File: src/rtl/ratio_div_pkg.sv
package ratio_div_pkg;
  typedef enum logic {
    ST_IDLE = 1'b0,
    ST_RUN  = 1'b1
  } div_state_t;
endpackage

File: src/rtl/ratio_div_ctrl.sv
module ratio_div_ctrl
  import ratio_div_pkg::*;
#(
  parameter int STEPS = 36
) (
  input  logic clk,
  input  logic rst,
  input  logic in_valid,
  input  logic den_zero,
  output logic in_ready,
  output logic busy,
  output logic load,
  output logic sat,
  output logic step,
  output logic last,
  output logic done
);
  localparam int CNT_W = $clog2(STEPS + 1);

  div_state_t       state_q;
  logic [CNT_W-1:0] cnt_q;
  logic             accept;

  assign busy     = (state_q == ST_RUN);
  assign in_ready = !busy;
  assign accept   = in_valid && in_ready;
  assign load     = accept && !den_zero;
  assign sat      = accept && den_zero;
  assign step     = busy;
  assign last     = busy && (cnt_q == CNT_W'(1));

  always_ff @(posedge clk) begin
    if (rst) begin
      state_q <= ST_IDLE;
      cnt_q   <= '0;
      done    <= 1'b0;
    end else begin
      done <= last || sat;
      if (load) begin
        state_q <= ST_RUN;
        cnt_q   <= CNT_W'(STEPS);
      end else if (step) begin
        cnt_q <= cnt_q - CNT_W'(1);
        if (last) state_q <= ST_IDLE;
      end
    end
  end
endmodule

File: src/rtl/ratio_div_core.sv
module ratio_div_core #(
  parameter int NUM_W  = 12,
  parameter int DEN_W  = 12,
  parameter int FRAC_W = 24
) (
  input  logic                      clk,
  input  logic                      rst,
  input  logic                      load,
  input  logic                      step,
  input  logic [NUM_W-1:0]          num,
  input  logic [DEN_W-1:0]          den,
  output logic [NUM_W+FRAC_W-1:0]   quo_next
);
  localparam int QW = NUM_W + FRAC_W;

  // Dividend bits leave at the top while quotient bits enter at the bottom.
  logic [QW-1:0]    dq_q;
  logic [DEN_W-1:0] rem_q;
  logic [DEN_W-1:0] den_q;
  logic [DEN_W:0]   shifted;
  logic [DEN_W:0]   unused_diff;
  logic [DEN_W-1:0] rem_next;
  logic             ge;

  assign shifted     = {rem_q, dq_q[QW-1]};
  assign ge          = shifted >= {1'b0, den_q};
  assign unused_diff = shifted - {1'b0, den_q};
  assign rem_next    = ge ? unused_diff[DEN_W-1:0] : shifted[DEN_W-1:0];
  assign quo_next    = {dq_q[QW-2:0], ge};

  always_ff @(posedge clk) begin
    if (rst) begin
      dq_q  <= '0;
      rem_q <= '0;
      den_q <= '0;
    end else if (load) begin
      dq_q  <= {num, {FRAC_W{1'b0}}};
      rem_q <= '0;
      den_q <= den;
    end else if (step) begin
      dq_q  <= quo_next;
      rem_q <= rem_next;
    end
  end
endmodule

File: src/rtl/ratio_div_result.sv
module ratio_div_result #(
  parameter int QUO_W   = 36,
  parameter int EXT_W   = 3,
  parameter int OUT_LSB = 24,
  parameter int OUT_W   = 10
) (
  input  logic             clk,
  input  logic             rst,
  input  logic             capture,
  input  logic             saturate,
  input  logic [QUO_W-1:0] quo_in,
  output logic [OUT_W-1:0] ratio
);
  localparam int WIDE_W = QUO_W + EXT_W;

  logic [WIDE_W-1:0] unused_wide;

  assign unused_wide = {{EXT_W{1'b0}}, (saturate ? {QUO_W{1'b1}} : quo_in)};

  always_ff @(posedge clk) begin
    if (rst) begin
      ratio <= '0;
    end else if (capture || saturate) begin
      ratio <= unused_wide[OUT_LSB +: OUT_W];
    end
  end
endmodule

File: src/rtl/ratio_divider.sv
module ratio_divider #(
  parameter int NUM_W   = 12,
  parameter int DEN_W   = 12,
  parameter int FRAC_W  = 24,
  parameter int EXT_W   = 3,
  parameter int OUT_LSB = 24,
  parameter int OUT_W   = 10
) (
  input  logic             clk,
  input  logic             rst,
  input  logic             in_valid,
  output logic             in_ready,
  input  logic [NUM_W-1:0] num_i,
  input  logic [DEN_W-1:0] den_i,
  output logic             busy,
  output logic             done,
  output logic [OUT_W-1:0] ratio
);
  localparam int QUO_W = NUM_W + FRAC_W;

  logic             den_zero;
  logic             load;
  logic             sat;
  logic             step;
  logic             last;
  logic [QUO_W-1:0] quo_next;

  assign den_zero = (den_i == '0);

  ratio_div_ctrl #(.STEPS(QUO_W)) u_ctrl (
    .clk      (clk),
    .rst      (rst),
    .in_valid (in_valid),
    .den_zero (den_zero),
    .in_ready (in_ready),
    .busy     (busy),
    .load     (load),
    .sat      (sat),
    .step     (step),
    .last     (last),
    .done     (done)
  );

  ratio_div_core #(.NUM_W(NUM_W), .DEN_W(DEN_W), .FRAC_W(FRAC_W)) u_core (
    .clk      (clk),
    .rst      (rst),
    .load     (load),
    .step     (step),
    .num      (num_i),
    .den      (den_i),
    .quo_next (quo_next)
  );

  ratio_div_result #(.QUO_W(QUO_W), .EXT_W(EXT_W), .OUT_LSB(OUT_LSB), .OUT_W(OUT_W)) u_res (
    .clk      (clk),
    .rst      (rst),
    .capture  (last),
    .saturate (sat),
    .quo_in   (quo_next),
    .ratio    (ratio)
  );
endmodule

File: config.mk
export PLATFORM = sky130hd
export DESIGN_NAME = ratio_divider
export DESIGN_NICKNAME = d
export VERILOG_FILES = /design/src/rtl/ratio_div_pkg.sv /design/src/rtl/ratio_div_ctrl.sv /design/src/rtl/ratio_div_core.sv /design/src/rtl/ratio_div_result.sv /design/src/rtl/ratio_divider.sv
export SDC_FILE = /design/constraint.sdc
export NUM_CORES = 1
export LEC_CHECK = 0
export BUFFER_PORTS_ARGS = -buffer_cell sky130_fd_sc_hd__buf_2
export CAP_MARGIN = 20
export CORE_UTILIZATION = 45
export CTS_CLUSTER_SIZE = 30
export DETAILED_ROUTE_END_ITERATION = 10
export PLACE_DENSITY = 0.68
export SYNTH_ARGS = -nofsm -noshare
export SYNTH_HDL_FRONTEND = slang
export SYNTH_SLANG_ARGS = --single-unit
File: constraint.sdc
create_clock -name clk -period 2.4 [get_ports clk]
set_clock_uncertainty 0.2 [all_clocks]
set_input_delay 0.48 -clock clk [delete_from_list [all_inputs] [get_ports clk]]
set_output_delay 0.48 -clock clk [all_outputs]
set_load 0.05 [all_outputs]
==> After elaboration in Yosys (flattened, before gate mapping) <==
Index checks and enable logic that the tools add are counted.
W data, S select, Z words.
{ "totals": {"regBits": 78, "latchBits": 0, "ram_bits": 0, "mem_bits_ro": 0, "output_inout_bits": 13, "mem_count": 0} }
{ "classes": {"addsub": 2, "n_mul": 0, "div_mod_pow": 0, "magnitude_cmp": 1, "n_eq_ne": 1, "shift": 0, "n_mux": 9, "bitwise": 0, "n_reduce_logical": 10} }
{ "ops": {"columns": ["cell", "count"], "rows": [
  ["$mux W36", 2],
  ["$mux W34", 1],
  ["$ge A13 B12 Y1", 1],
  ["$logic_not A12 Y1", 1],
  ["$mux W12", 1],
  ["$mux W6", 2],
  ["$sub A12 B12 Y12", 1],
  ["$eq A6 B1 Y1 const B", 1],
  ["$sub A6 B1 Y6 const B", 1],
  ["$logic_and A1 B1 Y1", 4],
  ["$mux W1", 3],
  ["$logic_not A1 Y1", 2],
  ["$reduce_bool A2 Y1", 1],
  ["$reduce_or A2 Y1", 1],
  ["$logic_or A1 B1 Y1", 1]
]} }

==> Logic depth before layout (Yosys ltp) <==
{ "depth": {"depth_word": 5, "depth_mapped": 10} }

==> Cells and area by module <==
A second synthesis with hierarchy kept.
{ "unflattened": {"cells_unflattened": 462, "area_unflattened_um2": 4126.5} }
{ "modules_own_cells": {"columns": ["mod", "instances", "cells_per_inst", "area_per_inst_um2", "seq_area_each_um2"], "rows": [
  ["ratio_div_core", 1, 384, 3342.0, 1201.2],
  ["ratio_div_ctrl", 1, 41, 390.4, 160.2],
  ["ratio_div_result", 1, 33, 369.1, 200.2],
  ["ratio_divider", 1, 4, 25.0, 0.0]
]} }

==> Least setup slack after synthesis <==
OpenSTA, ideal clock, no wires.
{ "synth_timing": {"path_type": "reg2reg", "from": "register u_core.den_q[3]", "to": "register u_core.rem_q[5]", "setup_time_ns": 0.132, "arrival_ns": 2.095, "required_ns": 2.068, "slack_ns": -0.027, "stages_incl_launch_ff": 10, "cell_sequence": "dfxtp_1 > inv_1 > ha_1 > nand3_1 > o21ba_1 > o311a_1 > or3_1 > buf_6 > mux2i_1 > a21oi_1"} }
{ "synth_between": {"elab_chain_len": 2, "elab_cells_between_ends": 3} }
{ "synth_lines": {"columns": ["element", "line", "text"], "rows": [
  ["start: declaration", "ratio_div_core.sv:19", "logic [DEN_W-1:0] den_q;"],
  ["start signal: assignment", "ratio_div_core.sv:39", "den_q <= den;"],
  ["$sub A12 B12 Y12 / $ge A13 B12 Y1 (equally long branches)", "ratio_div_core.sv:27, ratio_div_core.sv:26", null],
  ["$mux W12 (*)", "ratio_div_core.sv:28", "assign rem_next = ge ? unused_diff[DEN_W-1:0] : shifted[DEN_W-1:0];"],
  ["end signal: assignment", "ratio_div_core.sv:42", "rem_q <= rem_next;"],
  ["end: declaration", "ratio_div_core.sv:18", "logic [DEN_W-1:0] rem_q;"]
]} }
Mark *: on every way between the ends. The rest lies on a longest branch, timed or not.
A chain may end at the register's enable or synchronous reset.

==> Worst setup path in the final report <==
{ "layout_timing": {"from": "register u_core.den_q[2]", "to": "register u_core.rem_q[10]"} }
Same word-level chain as after synthesis.

==> key figures <==
STA
  – Peak Freq: 0.421 GHz
  – Max-slew violation count: 0
  – Setup violators final: 0
  – Final min period: 2.38 ns
  – RSZ-0062 raised after global routing: yes
  – Post-route worst setup slack: about 0.024 ns
  – Final Hold Viols: 0
  – Setup total negative slack: 0 ns
  – Worst slew pin tran: slightly above 0.5 ns
  – Rel. slew slack: 66.2%
  – Tcrit/Tclk final: 99.0%

GRT
  – Vias in the first global route: around 3400
  – Total GRT Usage: 22.4%
  – Total grt overflow: 0
  – First-pass GRT wire length: 15.4 mm
  – Initial antenna violation count: 0
  – Largest net degree at the start of global routing: 30

Floorplan
  – Die footprint: 8680 µm²
  – Die Y-Extent: 93.2 µm
  – Site Rows: 32
  – Core Region: 7890 µm²
  – Starting Density: 47.4%
  – Die width: 93.2 µm
  – IO Count: 40

Synthesis
  – Synth Area in Adders: 5.22%
  – Seq/Total Area, Yosys: between 40% and 50%
  – Netlist cell types: 51
  – Seq cells post-synth: just under 80
  – Syn_nets: 484
  – Multiplexer share of the synthesized area: 7.76%
  – Synth Area in XOR/XNOR: around 2.3%
  – Most common library cells after synthesis: dfxtp_1, nand2_1, nor2_1
  – Post-synthesis compound-gate area fraction: a little under a fifth
  – Mapped cell area: 3740 µm²
  – Most frequent cell after synthesis: dfxtp_1
  – Yosys top cell area share: 41.8%
  – Yosys warning count: 0
  – Main combinational cell family by area after synthesis: compound AO/OA/AOI/OAI gates
  – Largest cells by area after synthesis: dfxtp_1, mux2i_1, nand2_1
  – Largest area contributor in the netlist: dfxtp_1
  – Avg Cell Area, Syn: 8.46 µm²
  – EDFF count, synth: 0
  – Synth Area in Simple Gates: 18.5%
  – Top FF cell, synth: dfxtp_1
  – Syn Inst Count: 442
  – Async S/R FF share, synth: 0%

Routing
  – Routed len/inst: 14.7 µm
  – DR vias: 3406
  – Via density: approximately 5.4
  – Pre-Repair DR Iteration Count: 4
  – # DRC: 0
  – First DRT Iteration DRCs: 143
  – Wirelength, routed: 9.20 mm
  – Remaining antenna violation count: 0

Clock tree
  – Root Buffer: clkbuf_8
  – CTS Buf Count: 9
  – Sink Count: 78
  – Clock buffer depth: 2
  – Clk_lat worst skew: 0.35 ns
  – H-tree levels: 3
  – CTS tree: done
  – Worst-path clk slew: 0.09 ns

Worst setup path
  – Crit-path max FO: 3
  – Worst reg2reg startpoint: u_core.den_q[2]
  – Worst Reg-to-Reg Cells: 9
  – CP Buf/Inv Count: 2
  – RR Endpoint: u_core.rem_q[10]
  – Data arrival, critical path: 2.42 ns
  – Data required time at the worst endpoint: 2.44 ns
  – FF-to-FF setup slack: 0.02 ns
  – Worst path max stage delay: 0.54 ns
  – Crit-path cells: inv_2 -> ha_4 -> buf_4 -> nor2b_1 -> o31ai_1 -> a21oi_1 -> or4_1 -> a31oi_2 -> a21oi_1
  – Crit end category: flip-flop
  – CP startpoint kind: flip-flop
  – Critical path type: reg2reg
  – Highest-delay cell along the critical path: or4_1
  – Most frequent CP cell: a21oi_1
  – CP delay by family, top: simple AND/OR/NAND/NOR gates

Min path
  – Worst min-delay path category: in2reg
  – Hold Path End: u_core.den_q[6]
  – Worst hold stages: 3
  – Hold_sp: den_i[6]

Pwr
  – Pleak: 0.00192 µW
  – Pwr dens: 768 nW/µm²
  – Tot Pwr: 3700 µW
  – Peak supply drop: about 0.00037 V

Layout
  – Post-route insts no fill: between 600 and 700
  – NumNets Final: roughly 560
  – Synth-to-Final Area Change: 29.0%
  – Share of layout cells above drive strength 1: 29.7%
  – Diode count: 0

Placed design
  – Placed insts: between 600 and 700
  – HPWL after DPL: ~6.2 mm
  – Input/output buffers: 39
  – Pre-CTS setup slack: -0.0611 ns
  – Routability Congestion: roughly 0.83

Outcome
  – Status: completed

Run
  – Number of max-cap violations: 0
kinds of logic (layout without fill, tap and decap cells):
group,after synthesis,count (layout)
and+or+nand+nor,156,156
adders and majority gates,15,15
AOI/OAI and AO/OA,108,108
DFF,78,78
buffers and inverters,46,129
muxes,29,29
xor gates and xnor gates,10,10
layout by cell type, fill, tap and decap left out, types with 4 or more instances in the layout:
master / Yosys / layout
clkbuf_8: 0 / 9
dfxtp_2: 0 / 11
inv_2: 0 / 6
nand3_1: 6 / 5
buf_2: 2 / 39
nor2_1: 46 / 45
a31oi_1: 15 / 14
a22oi_1: 12 / 12
a21oi_1: 38 / 37
buf_4: 2 / 51
nor4_1: 5 / 4
nand4_1: 5 / 5
ha_4: 0 / 10
nor3_1: 5 / 5
nand2_1: 69 / 69
o21ai_0: 17 / 17
inv_1: 18 / 12
dfxtp_1: 78 / 67
mux2i_1: 29 / 29
xnor2_1: 7 / 7
state kept, by name (all words and copies together), names as in the netlist:
name	count
u_core.den_q	12
u_ctrl.busy	1
u_core.dq_q	36
u_core.rem_q	12
u_ctrl.cnt_q	6
u_ctrl.done	1
u_res.ratio	10
layer usage:
layer / vias up / track usage, % / share of wire, %
met5: - / 0 / 0
met4: 0 / 6.28 / 1.5
met3: 16 / 5.61 / 3.7
met2: 61 / 40.6 / 51
met1: 1616 / 26.0 / 44
li1: 1713 / - / -
metrics by stage:
stage	cell area, µm²	hold WS (ns)	util [%]
after floorplan	3740	0.236	-
after global placement	4340	0.244	55.0
after CTS	4640	0.153	58.8
final	4820	0.161	61.2
after detailed placement	4340	0.249	55.0
after global routing	4820	0.157	61.2
layout make-up:
class                   instances  area, µm²
fillers                       676       3060
repair buffers                 95        647
well taps                     102        128
clock buffers                  10        128
flip-flops and latches         78       1580
multi-input cells             318       2160
clock inverters                 6        118
inverters                      18       67.6
worst reg2reg max path: cells and delay by family (launching register included):
kind                       cells  cell delay [ns]
AOI/OAI and AO/OA              4             0.60
adders and majority gates      1             0.23
buffers and inverters          2             0.19
DFF                            1             0.34
and+or+nand+nor                2             0.70
repair_timing:
item,CTS,global route
setup buffers,1,3
pin swaps,7,15
setup endpoints to repair,11,11
gates resized for setup,8,36
hold buffers,0,0
power by group:
| group | leakage, µW | internal (µW) | switching [µW] | total, µW |
|---|---|---|---|---|
| clock | 0.000119 | 702 | 514 | 1220 |
| combinational | 0.00116 | 541 | 546 | 1090 |
| sequential | 0.000639 | 1350 | 49.6 | 1400 |
worst max path at each step:
| stage | cells after the start | startpoint | endpoint |
|---|---|---|---|
| after global routing | 9 | u_core.den_q[2] | u_core.rem_q[10] |
| after CTS | 9 | u_core.den_q[1] | u_core.rem_q[2] |
| after detailed placement | 9 | u_core.den_q[10] | u_core.rem_q[2] |
| after floorplan | 9 | u_core.den_q[10] | u_core.rem_q[5] |
| after global placement | 9 | u_core.den_q[10] | u_core.rem_q[2] |
| final | 9 | u_core.den_q[2] | u_core.rem_q[10] |
No activity file was read; power rests on OpenSTA's default activity.
